===== src/rtl/spi_boot_pkg.sv =====
`timescale 1ns/1ps
// Shared types for the SPI boot reader: link setup record and strap decode.
// Assumes the start address is always zero, so only its width matters.
package spi_boot_pkg;

    localparam int HDR_W = 64;   // widest header: opcode + 24b address + 4 dummy bytes

    typedef enum logic [1:0] {
        FL_NONE,
        FL_A,
        FL_B,
        FL_C
    } flavour_e;

    typedef struct packed {
        logic       valid;
        logic [7:0] opcode;
        logic [1:0] addr_bytes;
        logic [2:0] dummy_bytes;
        logic [1:0] half_m1;     // SCK half period in clocks, minus one
    } link_cfg_t;

    // Map a captured strap to a setup; the top bit never matters.
    function automatic flavour_e strap_to_flavour(input logic [4:0] s);
        casez (s)
            5'b?1000: return FL_A;
            5'b?0001: return FL_B;
            5'b?1001: return FL_C;
            default:  return FL_NONE;
        endcase
    endfunction

    // Fixed link parameters of each setup.
    function automatic link_cfg_t flavour_cfg(input flavour_e f);
        link_cfg_t c;
        c = '0;
        case (f)
            FL_A: begin c.valid = 1'b1; c.opcode = 8'h03; c.addr_bytes = 2'd2; c.dummy_bytes = 3'd0; c.half_m1 = 2'd1; end
            FL_B: begin c.valid = 1'b1; c.opcode = 8'h68; c.addr_bytes = 2'd3; c.dummy_bytes = 3'd4; c.half_m1 = 2'd0; end
            FL_C: begin c.valid = 1'b1; c.opcode = 8'h03; c.addr_bytes = 2'd3; c.dummy_bytes = 3'd0; c.half_m1 = 2'd0; end
            default: c = '0;
        endcase
        return c;
    endfunction

endpackage


===== src/rtl/sbr_strap_latch.sv =====
`timescale 1ns/1ps
// Captures the strap while reset is held and presents the decoded setup.
// Assumes the strap is stable for at least one clock before reset release.
module sbr_strap_latch
    import spi_boot_pkg::*;
(
    input  logic      clk,
    input  logic      rst_n,
    input  logic [4:0] strap,
    output link_cfg_t cfg
);

    logic [4:0] strap_q;

    // Track the strap only during reset; hold it afterwards.
    always_ff @(posedge clk) begin
        if (!rst_n) begin
            strap_q <= strap;
        end
    end

    // Decode the held strap into link parameters.
    always_comb begin
        cfg = flavour_cfg(strap_to_flavour(strap_q));
    end

endmodule


===== src/rtl/sbr_edge_gen.sv =====
`timescale 1ns/1ps
// Produces a one-cycle tick every (half_m1+1) clocks while running; each tick
// toggles SCK in the sequencer. Assumes hold freezes the count in place.
module sbr_edge_gen (
    input  logic       clk,
    input  logic       rst_n,
    input  logic       run,
    input  logic       hold,
    input  logic [1:0] half_m1,
    output logic       tick
);

    logic [1:0] cnt;

    // Count clocks within one SCK half period.
    always_ff @(posedge clk) begin
        if (!rst_n || !run) begin
            cnt <= 2'd0;
        end else if (!hold) begin
            cnt <= (cnt == half_m1) ? 2'd0 : cnt + 2'd1;
        end
    end

    assign tick = run && !hold && (cnt == half_m1);

endmodule


===== src/rtl/sbr_sequencer.sv =====
`timescale 1ns/1ps
// Runs the select / header / dummy / data burst, shifting MOSI on falling
// edges and sampling MISO on rising edges. Assumes cfg is stable after reset.
module sbr_sequencer
    import spi_boot_pkg::*;
#(
    parameter int CNT_W = 16
) (
    input  logic             clk,
    input  logic             rst_n,
    input  link_cfg_t        cfg,
    input  logic [CNT_W-1:0] byte_count,
    input  logic             miso,
    input  logic             tick,
    input  logic             out_ready,
    output logic             run,
    output logic             hold,
    output logic             sck,
    output logic             mosi,
    output logic             cs_n,
    output logic [7:0]       out_data,
    output logic             out_valid,
    output logic             done
);

    localparam int BIT_W = CNT_W + 4;

    typedef enum logic [2:0] {ST_LOAD, ST_OFF, ST_SHIFT, ST_FIN, ST_DONE} st_e;

    st_e              state;
    logic [HDR_W-1:0] hdr_q;
    logic [CNT_W-1:0] cnt_q;
    logic [BIT_W-1:0] bitn;
    logic [6:0]       rx;
    logic [6:0]       hdr_bits;
    logic [BIT_W-1:0] hdr_ext;
    logic [BIT_W-1:0] total;
    logic             data_phase;

    // Header length and total burst length in bits.
    always_comb begin
        hdr_bits   = 7'd8 + 7'({cfg.addr_bytes, 3'b000}) + 7'({cfg.dummy_bytes, 3'b000});
        hdr_ext    = BIT_W'(hdr_bits);
        total      = hdr_ext + BIT_W'({cnt_q, 3'b000});
        data_phase = (bitn >= hdr_ext);
    end

    assign run  = (state == ST_SHIFT);
    assign hold = !sck && out_valid && !out_ready;
    assign mosi = !cs_n && hdr_q[HDR_W-1];

    // Burst state, shift registers and output stream.
    always_ff @(posedge clk) begin
        if (!rst_n) begin
            state     <= ST_LOAD;
            hdr_q     <= '0;
            cnt_q     <= '0;
            bitn      <= '0;
            rx        <= '0;
            sck       <= 1'b0;
            cs_n      <= 1'b1;
            out_data  <= '0;
            out_valid <= 1'b0;
            done      <= 1'b0;
        end else begin
            if (out_valid && out_ready) begin
                out_valid <= 1'b0;
            end
            case (state)
                ST_LOAD: begin
                    if (cfg.valid) begin
                        cs_n  <= 1'b0;
                        hdr_q <= {cfg.opcode, {(HDR_W-8){1'b0}}};
                        cnt_q <= byte_count;
                        state <= ST_SHIFT;
                    end else begin
                        state <= ST_OFF;
                    end
                end
                ST_SHIFT: begin
                    if (tick) begin
                        if (!sck) begin
                            sck  <= 1'b1;
                            bitn <= bitn + 1'b1;
                            if (data_phase) begin
                                rx <= {rx[5:0], miso};
                                if (bitn[2:0] == 3'd7) begin
                                    out_data  <= {rx, miso};
                                    out_valid <= 1'b1;
                                end
                            end
                        end else begin
                            sck <= 1'b0;
                            if (bitn == total) begin
                                cs_n  <= 1'b1;
                                state <= ST_FIN;
                            end else begin
                                hdr_q <= {hdr_q[HDR_W-2:0], 1'b0};
                            end
                        end
                    end
                end
                ST_FIN: begin
                    if (!out_valid || out_ready) begin
                        done  <= 1'b1;
                        state <= ST_DONE;
                    end
                end
                default: ;
            endcase
        end
    end

    AST_CS_GATES_SCK: assert property (@(posedge clk) disable iff (!rst_n)
        cs_n |-> !sck);
    AST_HOLD_DATA: assert property (@(posedge clk) disable iff (!rst_n)
        out_valid && !out_ready |=> out_valid && $stable(out_data));
    AST_STALL_SCK: assert property (@(posedge clk) disable iff (!rst_n)
        !sck && out_valid && !out_ready |=> !sck);
    AST_DONE_RELEASED: assert property (@(posedge clk) disable iff (!rst_n)
        done |-> cs_n && !out_valid);
    AST_DONE_STICKY: assert property (@(posedge clk) disable iff (!rst_n)
        done |=> done);
    AST_MOSI_ZERO: assert property (@(posedge clk) disable iff (!rst_n)
        (state == ST_SHIFT) && !sck && data_phase |-> !mosi);

endmodule


===== src/rtl/spi_boot_reader.sv =====
`timescale 1ns/1ps
// Top of the strap-selected SPI boot reader: strap capture, SCK tick
// generation and the burst sequencer. Assumes a single burst per reset.
module spi_boot_reader
    import spi_boot_pkg::*;
#(
    parameter int CNT_W = 16
) (
    input  logic             clk,
    input  logic             rst_n,
    input  logic [4:0]       strap,
    input  logic [CNT_W-1:0] byte_count,
    input  logic             miso,
    output logic             sck,
    output logic             mosi,
    output logic             cs_n,
    output logic [7:0]       out_data,
    output logic             out_valid,
    input  logic             out_ready,
    output logic             done
);

    link_cfg_t cfg;
    logic      run;
    logic      hold;
    logic      tick;

    sbr_strap_latch u_strap (
        .clk   (clk),
        .rst_n (rst_n),
        .strap (strap),
        .cfg   (cfg)
    );

    sbr_edge_gen u_edge (
        .clk     (clk),
        .rst_n   (rst_n),
        .run     (run),
        .hold    (hold),
        .half_m1 (cfg.half_m1),
        .tick    (tick)
    );

    sbr_sequencer #(.CNT_W(CNT_W)) u_seq (
        .clk        (clk),
        .rst_n      (rst_n),
        .cfg        (cfg),
        .byte_count (byte_count),
        .miso       (miso),
        .tick       (tick),
        .out_ready  (out_ready),
        .run        (run),
        .hold       (hold),
        .sck        (sck),
        .mosi       (mosi),
        .cs_n       (cs_n),
        .out_data   (out_data),
        .out_valid  (out_valid),
        .done       (done)
    );

    AST_OFF_IDLE: assert property (@(posedge clk) disable iff (!rst_n)
        !cfg.valid |-> cs_n && !sck && !out_valid && !done);

endmodule


===== config.mk =====
export PLATFORM = sky130hd
export DESIGN_NAME = spi_boot_reader
export DESIGN_NICKNAME = d
export VERILOG_FILES = /design/src/rtl/spi_boot_pkg.sv /design/src/rtl/sbr_strap_latch.sv /design/src/rtl/sbr_edge_gen.sv /design/src/rtl/sbr_sequencer.sv /design/src/rtl/spi_boot_reader.sv
export SDC_FILE = /design/constraint.sdc
export NUM_CORES = 1
export LEC_CHECK = 0
export BUFFER_PORTS_ARGS = -buffer_cell sky130_fd_sc_hd__buf_2
export CAP_MARGIN = 20
export CELL_PAD_IN_SITES_DETAIL_PLACEMENT = 0
export CELL_PAD_IN_SITES_GLOBAL_PLACEMENT = 1
export CORE_ASPECT_RATIO = 0.9
export CORE_MARGIN = 1.5
export CORE_UTILIZATION = 44
export DETAILED_ROUTE_END_ITERATION = 8
export HOLD_SLACK_MARGIN = 0.08
export PLACE_DENSITY = 0.81
export SLEW_MARGIN = 25
export SYNTH_ARGS = -nofsm -noshare
export SYNTH_HDL_FRONTEND = slang
export SYNTH_SLANG_ARGS = --single-unit

===== constraint.sdc =====
create_clock -name clk -period 4.6 [get_ports clk]
set_input_delay 0 -clock clk [delete_from_list [all_inputs] [get_ports clk]]
set_output_delay 0 -clock clk [all_outputs]
set_load 0.005 [all_outputs]

; Word-level counts from Yosys, hierarchy flattened
; Cells that the tools add are included.
[op_classes]
n_addsub = 5
mul = 0
div = 0
magnitude_cmp = 1
eq_ne = 17
shift = 0
mux = 26
n_bitwise = 1
n_reduce_logical = 27
[op_table]
columns = operator, count
row1 = $mux 64, 4
row2 = $pmux 64 s2, 1
row3 = $pmux 16 s3, 1
row4 = $add 20x1->20 const B, 1
row5 = $add 7x19->20, 1
row6 = $eq 20x20->1, 1
row7 = $ge 20x7->1, 1
row8 = $reduce_and 5->1, 4
row9 = $mux 3, 4
row10 = $mux 1, 11
row11 = $pmux 3 s3, 1
row12 = $eq 4x4->1 const B, 2
row13 = $add 7x6->7, 1
row14 = $logic_not 1->1, 7
row15 = $add 4x5->6 const A, 1
row16 = $eq 3x2->1 const B, 2
row17 = $logic_and 1x1->1, 6
row18 = $ne 2x1->1 const B, 3
row19 = $ne 2x2->1 const B, 3
row20 = $pmux 2 s3, 1
row21 = $reduce_and 2->1, 3
row22 = $eq 2x2->1 const B, 2
row23 = $eq 4x1->1 const B, 1
row24 = $mux 2, 2
row25 = other kinds (12), 13
[word_totals]
reg_bits = 128
latch_bits = 0
ram_bits = 0
romBits = 0
output_inout_bits = 13
word_cells = 89
memories = 0

; Depth between registers and ports, before layout
; Gate-level depths: netlist of the first run.
[logic_depth]
word_depth = 12
mapped_depth = 14
mapped_depth_nobuf = 13

; Modules after synthesis
; Synthesis of the first run repeated with hierarchy kept, for this count alone.
[hier_totals]
cells_unflattened = 454
area_unflattened_um2 = 4073.9
[modules_own_cells]
columns = mod, instances, cells_per_inst, area_each_um2
row1 = sbr_sequencer, 1, 419, 3689.8
row2 = sbr_strap_latch, 1, 23, 264.0
row3 = sbr_edge_gen, 1, 12, 120.1

; Worst setup path before layout of the first run
; No wires, ideal clock.
[synth_path]
path_type = reg-to-reg
from = register u_strap.strap_q[0]
to = register u_seq.hdr_q[61]
setup_time_ps = 79
t_arrival_ps = 3122
t_required_ps = 4521
setup_slack_ps = 1398
stages_incl_launch_ff = 13
n_path_buf = 1
period_less_slack_ps = 3202
path_cell_list = edfxtp_1 > nor4b_4 > inv_1 > fa_1 > nand2b_4 > a2111oi_0 > mux2i_1 > a21o_1 > a2111oi_4 > nand4_1 > and2_4 > buf_6 > a211oi_2
[synth_between]
elab_chain_len = 10
word_cells_on_any_way = 20
[synth_rtl]
columns = item, line_no
row1 = start: declaration, sbr_strap_latch.sv:13  ; logic [4:0] strap_q;
row2 = start signal: assignment, sbr_strap_latch.sv:18  ; strap_q <= strap;
row3 = $eq 4x4->1 or $eq 4x1->1 (tied branches), spi_boot_pkg.sv:25  ; casez (s)
row4 = $pmux 2 s3 *, spi_boot_pkg.sv:25
row5 = $eq 2x2->1 or $eq 2x1->1 (tied branches), spi_boot_pkg.sv:37  ; case (f)
row6 = $pmux 16 s3 *, spi_boot_pkg.sv:37
row7 = $add 4x5->6, sbr_sequencer.sv:42  ; hdr_bits = 7'd8 + 7'({cfg.addr_bytes, 3'b000}) + 7'({cfg.dummy_bytes, 3'b000});
row8 = $add 7x6->7, sbr_sequencer.sv:42
row9 = $add 7x19->20, sbr_sequencer.sv:44  ; total = hdr_ext + BIT_W'({cnt_q, 3'b000});
row10 = $eq 20x20->1, sbr_sequencer.sv:94  ; if (bitn == total) begin
row11 = $ne 2x2->1 (no line), -
row12 = $reduce_and 5->1 (no line), -
row13 = end signal: assignment, sbr_sequencer.sv:73  ; hdr_q <= {cfg.opcode, {(HDR_W-8){1'b0}}};
row14 = end signal: assignment, sbr_sequencer.sv:98  ; hdr_q <= {hdr_q[HDR_W-2:0], 1'b0};
row15 = end: declaration, sbr_sequencer.sv:31  ; logic [HDR_W-1:0] hdr_q;
; Mark *: on every way between the ends. The rest lies on a longest branch, timed or not. The select of a mux whose other input is x is not followed.
; A chain may end at the register's enable or synchronous reset.

; Worst setup path in the final report of the first run
; Same ends and word-level chain as after synthesis.

==> reports/qor.csv, run 1 <==
stage;metric;value;unit
worst_setup_path;worstPathCellList;nor4b_4 -> inv_1 -> fa_1 -> nand2b_4 -> a2111oi_0 -> mux2i_1 -> a21o_1 -> a2111oi_4 -> nand4_1 -> and2_4 -> a211oi_2;
global_route;grt-ovfl-total;0;
cells_and_area;mostFrequentLayoutCells;dfxtp_1, nand2_1, nor2_1;
power_and_ir_drop;irDropWorstVdd;0.1811;mV
cts;clock-root-buffer;clkbuf_8;
cts;ctsHoldBuffers;23;
floorplanning;dieWidth;100.2;um
global_route;grt_first_pass_wirelength;14320;um
yosys;syn_inst;441;
cts;clk_pin_slew;0.08;ns
worst_setup_path;rrSetupSlack;1.12;ns
detailed_routing;firstDrtPassIters;4;
placed_design;portBuffers;36;
sta;worst_pin_slew;0.8495;ns
yosys;synth-edff-count;4;
cells_and_area;stdcell_area;0.004447;sq mm
yosys;ys_seq_area_share;39.56;%
sta;finalCriticalPeriod;3.482;ns
yosys;synthArstFlopShare;0;%
cts;clockBufferDepth;2;
cts;cts_resized;0;
global_route;use_met3;5.186;%
sta;finClkSkew;0.01089;ns
job;drv_cap;0;
worst_setup_path;start_kind;register;
floorplanning;rows;31;
sta;hold_violations;0;
sta;finalSetupTns;0;ns
placed_design;place_area;0.003990;sq mm
cts;clk_latency;0.36;ns
detailed_routing;wl_per_cell;14.23;um
yosys;syn_nets;478;
cts;tritoncts;built;
sta;slew_headroom;43.37;%
floorplanning;start_util;45.98;%
cells_and_area;final_common_cell;dfxtp_1;
global_route;grt_use_met1;26.96;%
detailed_routing;dr_total_vias;3209;
worst_setup_path;path_max_fanout;8;
sta;setup_violations;0;
worst_setup_path;critical-path-max-stage-delay;0.47;ns
sta;holdWs;0.3478;ns
detailed_routing;drc_errors;0;
floorplanning;die_h;90.52;um
detailed_routing;viasPerCell;5.348;
yosys;synth_top_cell_area_share;36.35;%
placed_design;hpwl;5933;um
worst_setup_path;end_kind;register;
yosys;synth_cell_types;59;
detailed_routing;ant_nets;0;
yosys;synth-main-ff-cell;dfxtp_1;
floorplanning;ios;38;
yosys;yosys.area.top_type;dfxtp_1;
worst_setup_path;crit_type;register to register;
cts;post-cts-setup-buffers;0;
cells_and_area;finalNetCount;533;
sta;drv_slew;0;
global_route;grt_usage;19.99;%
detailed_routing;finalWirelength;8539;um
detailed_routing;first_iter_violations;112;
worst_setup_path;critPathArrivalTime;3.75;ns
cts;clkSinkCount;72;
global_route;grt_pass1_vias;2940;
cts;cts_made_buffers;9;
floorplanning;coreArea;0.008145;sq mm
worst_setup_path;cp.required;4.86;ns
floorplanning;die_area;0.009074;sq mm
status;status;completed;
placed_design;place.gp.congestion;0.8488;
global_route;busiest_layer;met2;
sta;rsz0062_at_grt;no;
power_and_ir_drop;cellLeakagePower;1.787;nW
cells_and_area;antennaDiodeCount;0;
power_and_ir_drop;post-layout-total-power;0.001355;W
yosys;syn_avg_cell_area;8.492;sq um
sta;layout_worst_path_cycle_share;75.70;%
yosys;yosys_warnings;0;
global_route;antenna_found_initial;0;
cells_and_area;drive_gt1_share;13.97;%
yosys;synth_seq_cells;72;
sta;max_freq;287.2;MHz
yosys;synthTopCellsByArea;dfxtp_1, nand2_1, nor2_1;
cells_and_area;area_growth;18.74;%
power_and_ir_drop;power_density;304.8;mW/mm^2
worst_setup_path;critical_path.slowest_cell;fa_1;
cts;cts_max_level;3;
global_route;grt_max_degree;62;
global_route;use_met2;31.58;%
yosys;netlist_area;0.003745;sq mm
cells_and_area;post-route-util;54.59;%
hold_path;hold_class;primary input to register;
==> per-layer routing <==
| layer | up-vias | share of wire [%] |
|---|---|---|
| met3 | 9 | 3.4 |
| li1 | 1645 | - |
| met1 | 1501 | 49 |
| met2 | 54 | 47 |
| met5 | - | 0 |
| met4 | 0 | 1.0 |
==> cell families after synthesis <==
family                   share of synthesized area, %
multiplexers                                    5.346
buffers and inverters                           3.441
XOR/XNOR                                        7.952
AND/OR/NAND/NOR                                 26.39
flip-flops                                      39.56
adder cells (fa/ha/maj)                         4.210
AO/OA/AOI/OAI                                   13.10
==> synth_stat cells, types with 2 or more instances <==
master	instances
dfxtp_1	68
xor2_1	14
o21ai_2	2
nor3b_1	3
a31oi_1	3
a2111oi_0	2
xnor2_1	20
o21ai_0	12
nor4_1	5
nand2_1	61
o21a_1	4
mux2i_1	20
and4_1	2
a211oi_1	2
nand3b_1	2
or3_1	5
a31o_2	2
clkbuf_1	10
o22ai_1	5
nor2_1	58
nor2b_1	4
ha_1	11
nor3_1	2
nand3_1	14
and2_1	4
nand4_1	9
and3_1	13
a21oi_1	32
a21o_1	2
inv_1	15
buf_2	4
edfxtp_1	4
==> report_power, final <==
| part | leakage, nW | switching (W) | internal, W |
|---|---|---|---|
| registers | 0.589 | 0.0000186 | 0.000643 |
| clock network | 0.106 | 0.000261 | 0.000310 |
| logic | 1.09 | 0.0000644 | 0.0000577 |
==> sequential cells by signal (all words and copies together) (netlist names) <==
register         flops
u_seq.sck            1
u_seq.rx             7
u_strap.strap_q      4
u_seq.cs_n           1
u_seq.done           1
u_seq.bitn          20
u_edge.cnt           2
u_seq.state          3
u_seq.out_data       8
u_seq.out_valid      1
u_seq.hdr_q          8
u_seq.cnt_q         16
==> critical path, delay by kind of cell, from the launching register on <==
kind,cells,cell delay (ns)
AO/OA/AOI/OAI,4,1.12
AND/OR/NAND/NOR,4,1.06
adder cells (fa/ha/maj),1,0.47
flip-flops,1,0.45
multiplexers,1,0.15
buffers and inverters,1,0.14
==> layout make-up <==
class / instances / area [sq um]
inverters: 15 / 57.56
clock inverters: 7 / 101.3
well taps: 99 / 123.9
multi-input cells: 338 / 2141
fillers: 793 / 3699
repair buffers: 60 / 417.9
clock buffers: 9 / 123.9
flip-flops and latches: 72 / 1481
==> worst paths after layout <==
| check | start | endpoint | cells after the start |
|---|---|---|---|
| hold reg to reg | u_seq.cnt_q[2] | u_seq.cnt_q[2] | 2 |
| hold / removal | strap[3] | u_strap.strap_q[3] | 2 |
| setup / recovery | u_strap.strap_q[0] | u_seq.hdr_q[61] | 11 |
| setup reg to reg | u_strap.strap_q[0] | u_seq.hdr_q[61] | 11 |
==> metrics by stage <==
stage	std cells	worst slack [ns]
2_1_floorplan	441	1.398
3_3_place_gp	561	1.184
3_5_place_dp	561	1.152
4_1_cts	600	1.123
5_1_grt	600	0.8687
6_report	600	1.118
No activity file was read; power rests on OpenSTA's default activity.
==> run 2: changes to the inputs <==
Settings changed: ABC_AREA set to 1, CORE_UTILIZATION 44 to 39, PLACE_DENSITY 0.81 to 0.79.
Clock period 4.6 ns to 2.9 ns, I/O delays scaled along.
==> run 2 against run 1 <==
Effect of this change: global-route usage decreased by 1.1 points; clock skew decreased by 0.0018 ns; highest routed layer unchanged; register-to-register slack got worse by 1.0 ns; critical path type unchanged; critical path depth increased by 8; critical endpoint is now u_seq.cs_n.
==> reports/qor.csv, run 2 <==
stage;metric;value;unit;change
placed_design;hpwl;7551;um;+27%
power_and_ir_drop;sw_frac_of_total;32.80;%;+7.4 points
power_and_ir_drop;irDropWorstVdd;0.6313;mV;+250%
floorplanning;ios;38;;unchanged
sta;max_freq;353.7;MHz;+23%
power_and_ir_drop;comb_power_share;24.7;%;+16 points
worst_setup_path;cpMostUsedCell;nand3_1;;
cells_and_area;area_growth;24.25;%;
yosys;synthArstFlopShare;0;%;unchanged
sta;worst_pin_slew;0.8361;ns;-0.01343 ns
cells_and_area;fillers;1033;;+30%
detailed_routing;ant_nets;0;;unchanged
status;status;completed;;
worst_setup_path;start_kind;register;;
sta;setup_violations;0;;unchanged
sta;hold_violations;0;;unchanged
cts;clk_latency;0.33;ns;-0.03 ns
power_and_ir_drop;internal-power;0.002156;W;+110%
global_route;grt_pass1_vias;3620;;+23%
power_and_ir_drop;cellLeakagePower;2.223;nW;+24%
yosys;syn_avg_cell_area;6.788;sq um;-20%
floorplanning;start_util;40.07;%;-5.9 points
worst_setup_path;critical_path.slowest_cell;edfxtp_1;;
floorplanning;die_area;0.01115;sq mm;+23%
sta;slew_headroom;44.05;%;+0.69 points
power_and_ir_drop;p_clk_share;37.9;%;-4.2 points
yosys;ys_seq_area_share;36.08;%;-3.5 points
job;drv_cap;0;;unchanged
yosys;syn_nets;642;;+34%
cts;cts_max_level;3;;unchanged
cts;clock-root-buffer;clkbuf_16;;
yosys;yosys.area.top_type;dfxtp_1;;
cts;clockBufferDepth;2;;unchanged
placed_design;dpl_worst_slack;-0.1222;ns;-1.274 ns
sta;finClkSkew;0.009061;ns;-0.001832 ns
cells_and_area;finalNetCount;707;;+33%
cts;cts_made_buffers;9;;unchanged
global_route;grt_first_pass_wirelength;17000;um;+19%
yosys;synth_top_cell_area_share;33.15;%;-3.2 points
yosys;yosys-top-cells-count;nand2_1, nor2_1, inv_1;;
power_and_ir_drop;seqPwrFrac;37.4;%;-12 points
detailed_routing;finalWirelength;10050;um;+18%
cells_and_area;reg_top3;u_seq.bitn (20), u_seq.cnt_q (16);;
global_route;grt-ovfl-total;0;;unchanged
detailed_routing;viasPerCell;4.934;;-7.7%
placed_design;place_area;0.004452;sq mm;+12%
power_and_ir_drop;power_switching;0.001053;W;+210%
worst_setup_path;path_max_fanout;5;;-3
floorplanning;rows;35;;+13%
global_route;busiest_layer;met2;;
global_route;grt_usage;18.94;%;-1.1 points
cells_and_area;top_register;u_seq.bitn;;
cts;clk_pin_slew;0.06;ns;-0.02 ns
yosys;syn_inst;605;;+37%
global_route;grt_use_met1;24.27;%;-2.7 points
worst_setup_path;end_kind;register;;
cells_and_area;largest_reg_flops;20;;unchanged
detailed_routing;first_iter_violations;171;;+53%
sta;drv_slew;0;;unchanged
worst_setup_path;critical-path-max-stage-delay;0.44;ns;-0.03 ns
cts;tritoncts;built;;
detailed_routing;dr_total_vias;3967;;+24%
yosys;synth-main-ff-cell;dfxtp_1;;
sta;layout_worst_path_cycle_share;97.50;%;+22 points
cells_and_area;drive_gt1_share;16.00;%;+2.0 points
sta;rsz0062_at_grt;yes;;
yosys;yosys_warnings;0;;unchanged
detailed_routing;drc_errors;0;;unchanged
yosys;yosysMostFrequentCell;nand2_1;;
global_route;use_met3;3.986;%;-1.2 points
detailed_routing;firstDrtPassIters;5;;+1
detailed_routing;wl_per_cell;12.50;um;-12%
hold_path;hold_class;primary input to register;;
power_and_ir_drop;power_density;628.9;mW/mm^2;+110%
yosys;synth_cell_types;40;;-32%
worst_setup_path;critPathArrivalTime;3.03;ns;-0.72 ns
global_route;grt_max_degree;50;;-19%
placed_design;portBuffers;36;;unchanged
yosys;synth-edff-count;4;;unchanged
yosys;synth_seq_cells;72;;unchanged
yosys;synthTopCellsByArea;dfxtp_1, nand2_1, nor2_1;;
cells_and_area;mostFrequentLayoutCells;nand2_1, nor2_1, inv_1;;
cells_and_area;post-route-util;49.79;%;-4.8 points
cells_and_area;final_common_cell;nand2_1;;
worst_setup_path;crit_family;simple AND/OR/NAND/NOR gates;;
floorplanning;dieWidth;111.2;um;+11%
floorplanning;coreArea;0.01025;sq mm;+26%
global_route;antenna_found_initial;0;;unchanged
yosys;netlist_area;0.004106;sq mm;+9.7%
worst_setup_path;worstPathCellList;nor3_4 -> inv_2 -> ha_4 -> inv_2 -> fa_1 -> nand2_1 -> inv_1 -> nor2_1 -> nand3_1 -> nor2_2 -> nand3_1 -> nor2_1 -> nand3_1 -> nor2_4 -> nand2_2 -> nand2_4 -> nand2_1 -> nand2_1 -> nand3_1;;
cts;clkSinkCount;72;;unchanged
placed_design;place.gp.congestion;0.8751;;+3.1%
sta;setup_ws;0.07243;ns;-1.045 ns
worst_setup_path;cp.required;3.10;ns;-1.76 ns
cells_and_area;stdcell_area;0.005102;sq mm;+15%
worst_setup_path;crit_type;register to register;;
global_route;use_met2;32.66;%;+1.1 points
worst_setup_path;worst-path-buf-inv;3;;+2
sta;finalCriticalPeriod;2.828;ns;-0.6547 ns
cells_and_area;antennaDiodeCount;0;;unchanged
floorplanning;die_h;100.3;um;+11%
==> run 2: through the flow <==
stage / TNS (ns) / hold slack, ns / power, W / std cells
5_1_grt: -1.485 / 0.2494 / 0.003399 / 804
3_3_place_gp: 0 / 0.1779 / 0.001922 / 764
6_report: 0 / 0.2151 / 0.003209 / 804
4_1_cts: 0 / 0.2154 / 0.003195 / 802
3_5_place_dp: -1.047 / 0.1781 / 0.001939 / 764
2_1_floorplan: 0 / 0.09887 / 0.001746 / 605
==> run 2: path summary, 6_finish.rpt <==
path,from,endpoint,slack [ns],cells after the start
worst max-delay path,u_strap.strap_q[2],u_seq.cs_n,0.07,19
worst min-delay path,rst_n,u_seq.cs_n,0.22,3
worst max register to register,u_strap.strap_q[2],u_seq.cs_n,0.07,19
worst min register to register,u_seq.out_data[0],u_seq.out_data[0],0.44,2
==> run 2: kinds of logic (layout without fill, tap and decap cells) <==
logic type / count (synthesis) / count (layout) / synth area share [%]
AOI/OAI and AO/OA: 101 / 101 / 13.04
xor gates and xnor gates: 15 / 15 / 3.199
adders and majority gates: 12 / 12 / 3.839
buffers and inverters: 102 / 172 / 9.750
DFF: 72 / 72 / 36.08
and+or+nand+nor: 303 / 303 / 34.10
==> run 2: timing repair <==
item	CTS	global route
pin swaps	0	16
hold buffers	22	0
setup buffers	0	2
gates cloned	0	0
hold endpoints to repair	23	0
endpoints found under the setup margin	11	20
resized for setup	2	21
==> run 2: area by class of cell <==
class / instances / area [sq um] / area share (%)
tap: 129 / 161.4 / 3.163
clock buffer: 9 / 225.2 / 4.414
multi-input combinational: 431 / 2307 / 45.22
timing repair buffer: 70 / 498.0 / 9.760
sequential: 72 / 1481 / 29.03
inverter: 86 / 329.1 / 6.449
clock inverter: 7 / 100.1 / 1.962
==> run 2: power by group through the flow <==
stage | clock network, W | registers, W | logic [W]
6_report | 0.00122 | 0.00120 | 0.000794
5_1_grt | 0.00129 | 0.00121 | 0.000902
4_1_cts | 0.00125 | 0.00120 | 0.000749
3_5_place_dp | 0 | 0.00122 | 0.000721
3_3_place_gp | 0 | 0.00122 | 0.000706
2_1_floorplan | 0 | 0.00119 | 0.000556
==> run 2: tightest hold or removal path, cell delays in order <==
cell	delay, ns
buf_2	0.11
buf_4	0.27
nand3_1	0.14
==> run 2: per-layer routing <==
| layer | up-vias | wire, um |
|---|---|---|
| met3 | 9 | 311 |
| met5 | - | 0 |
| met1 | 1801 | 4937 |
| met4 | 0 | 90 |
| li1 | 2094 | - |
| met2 | 63 | 4708 |
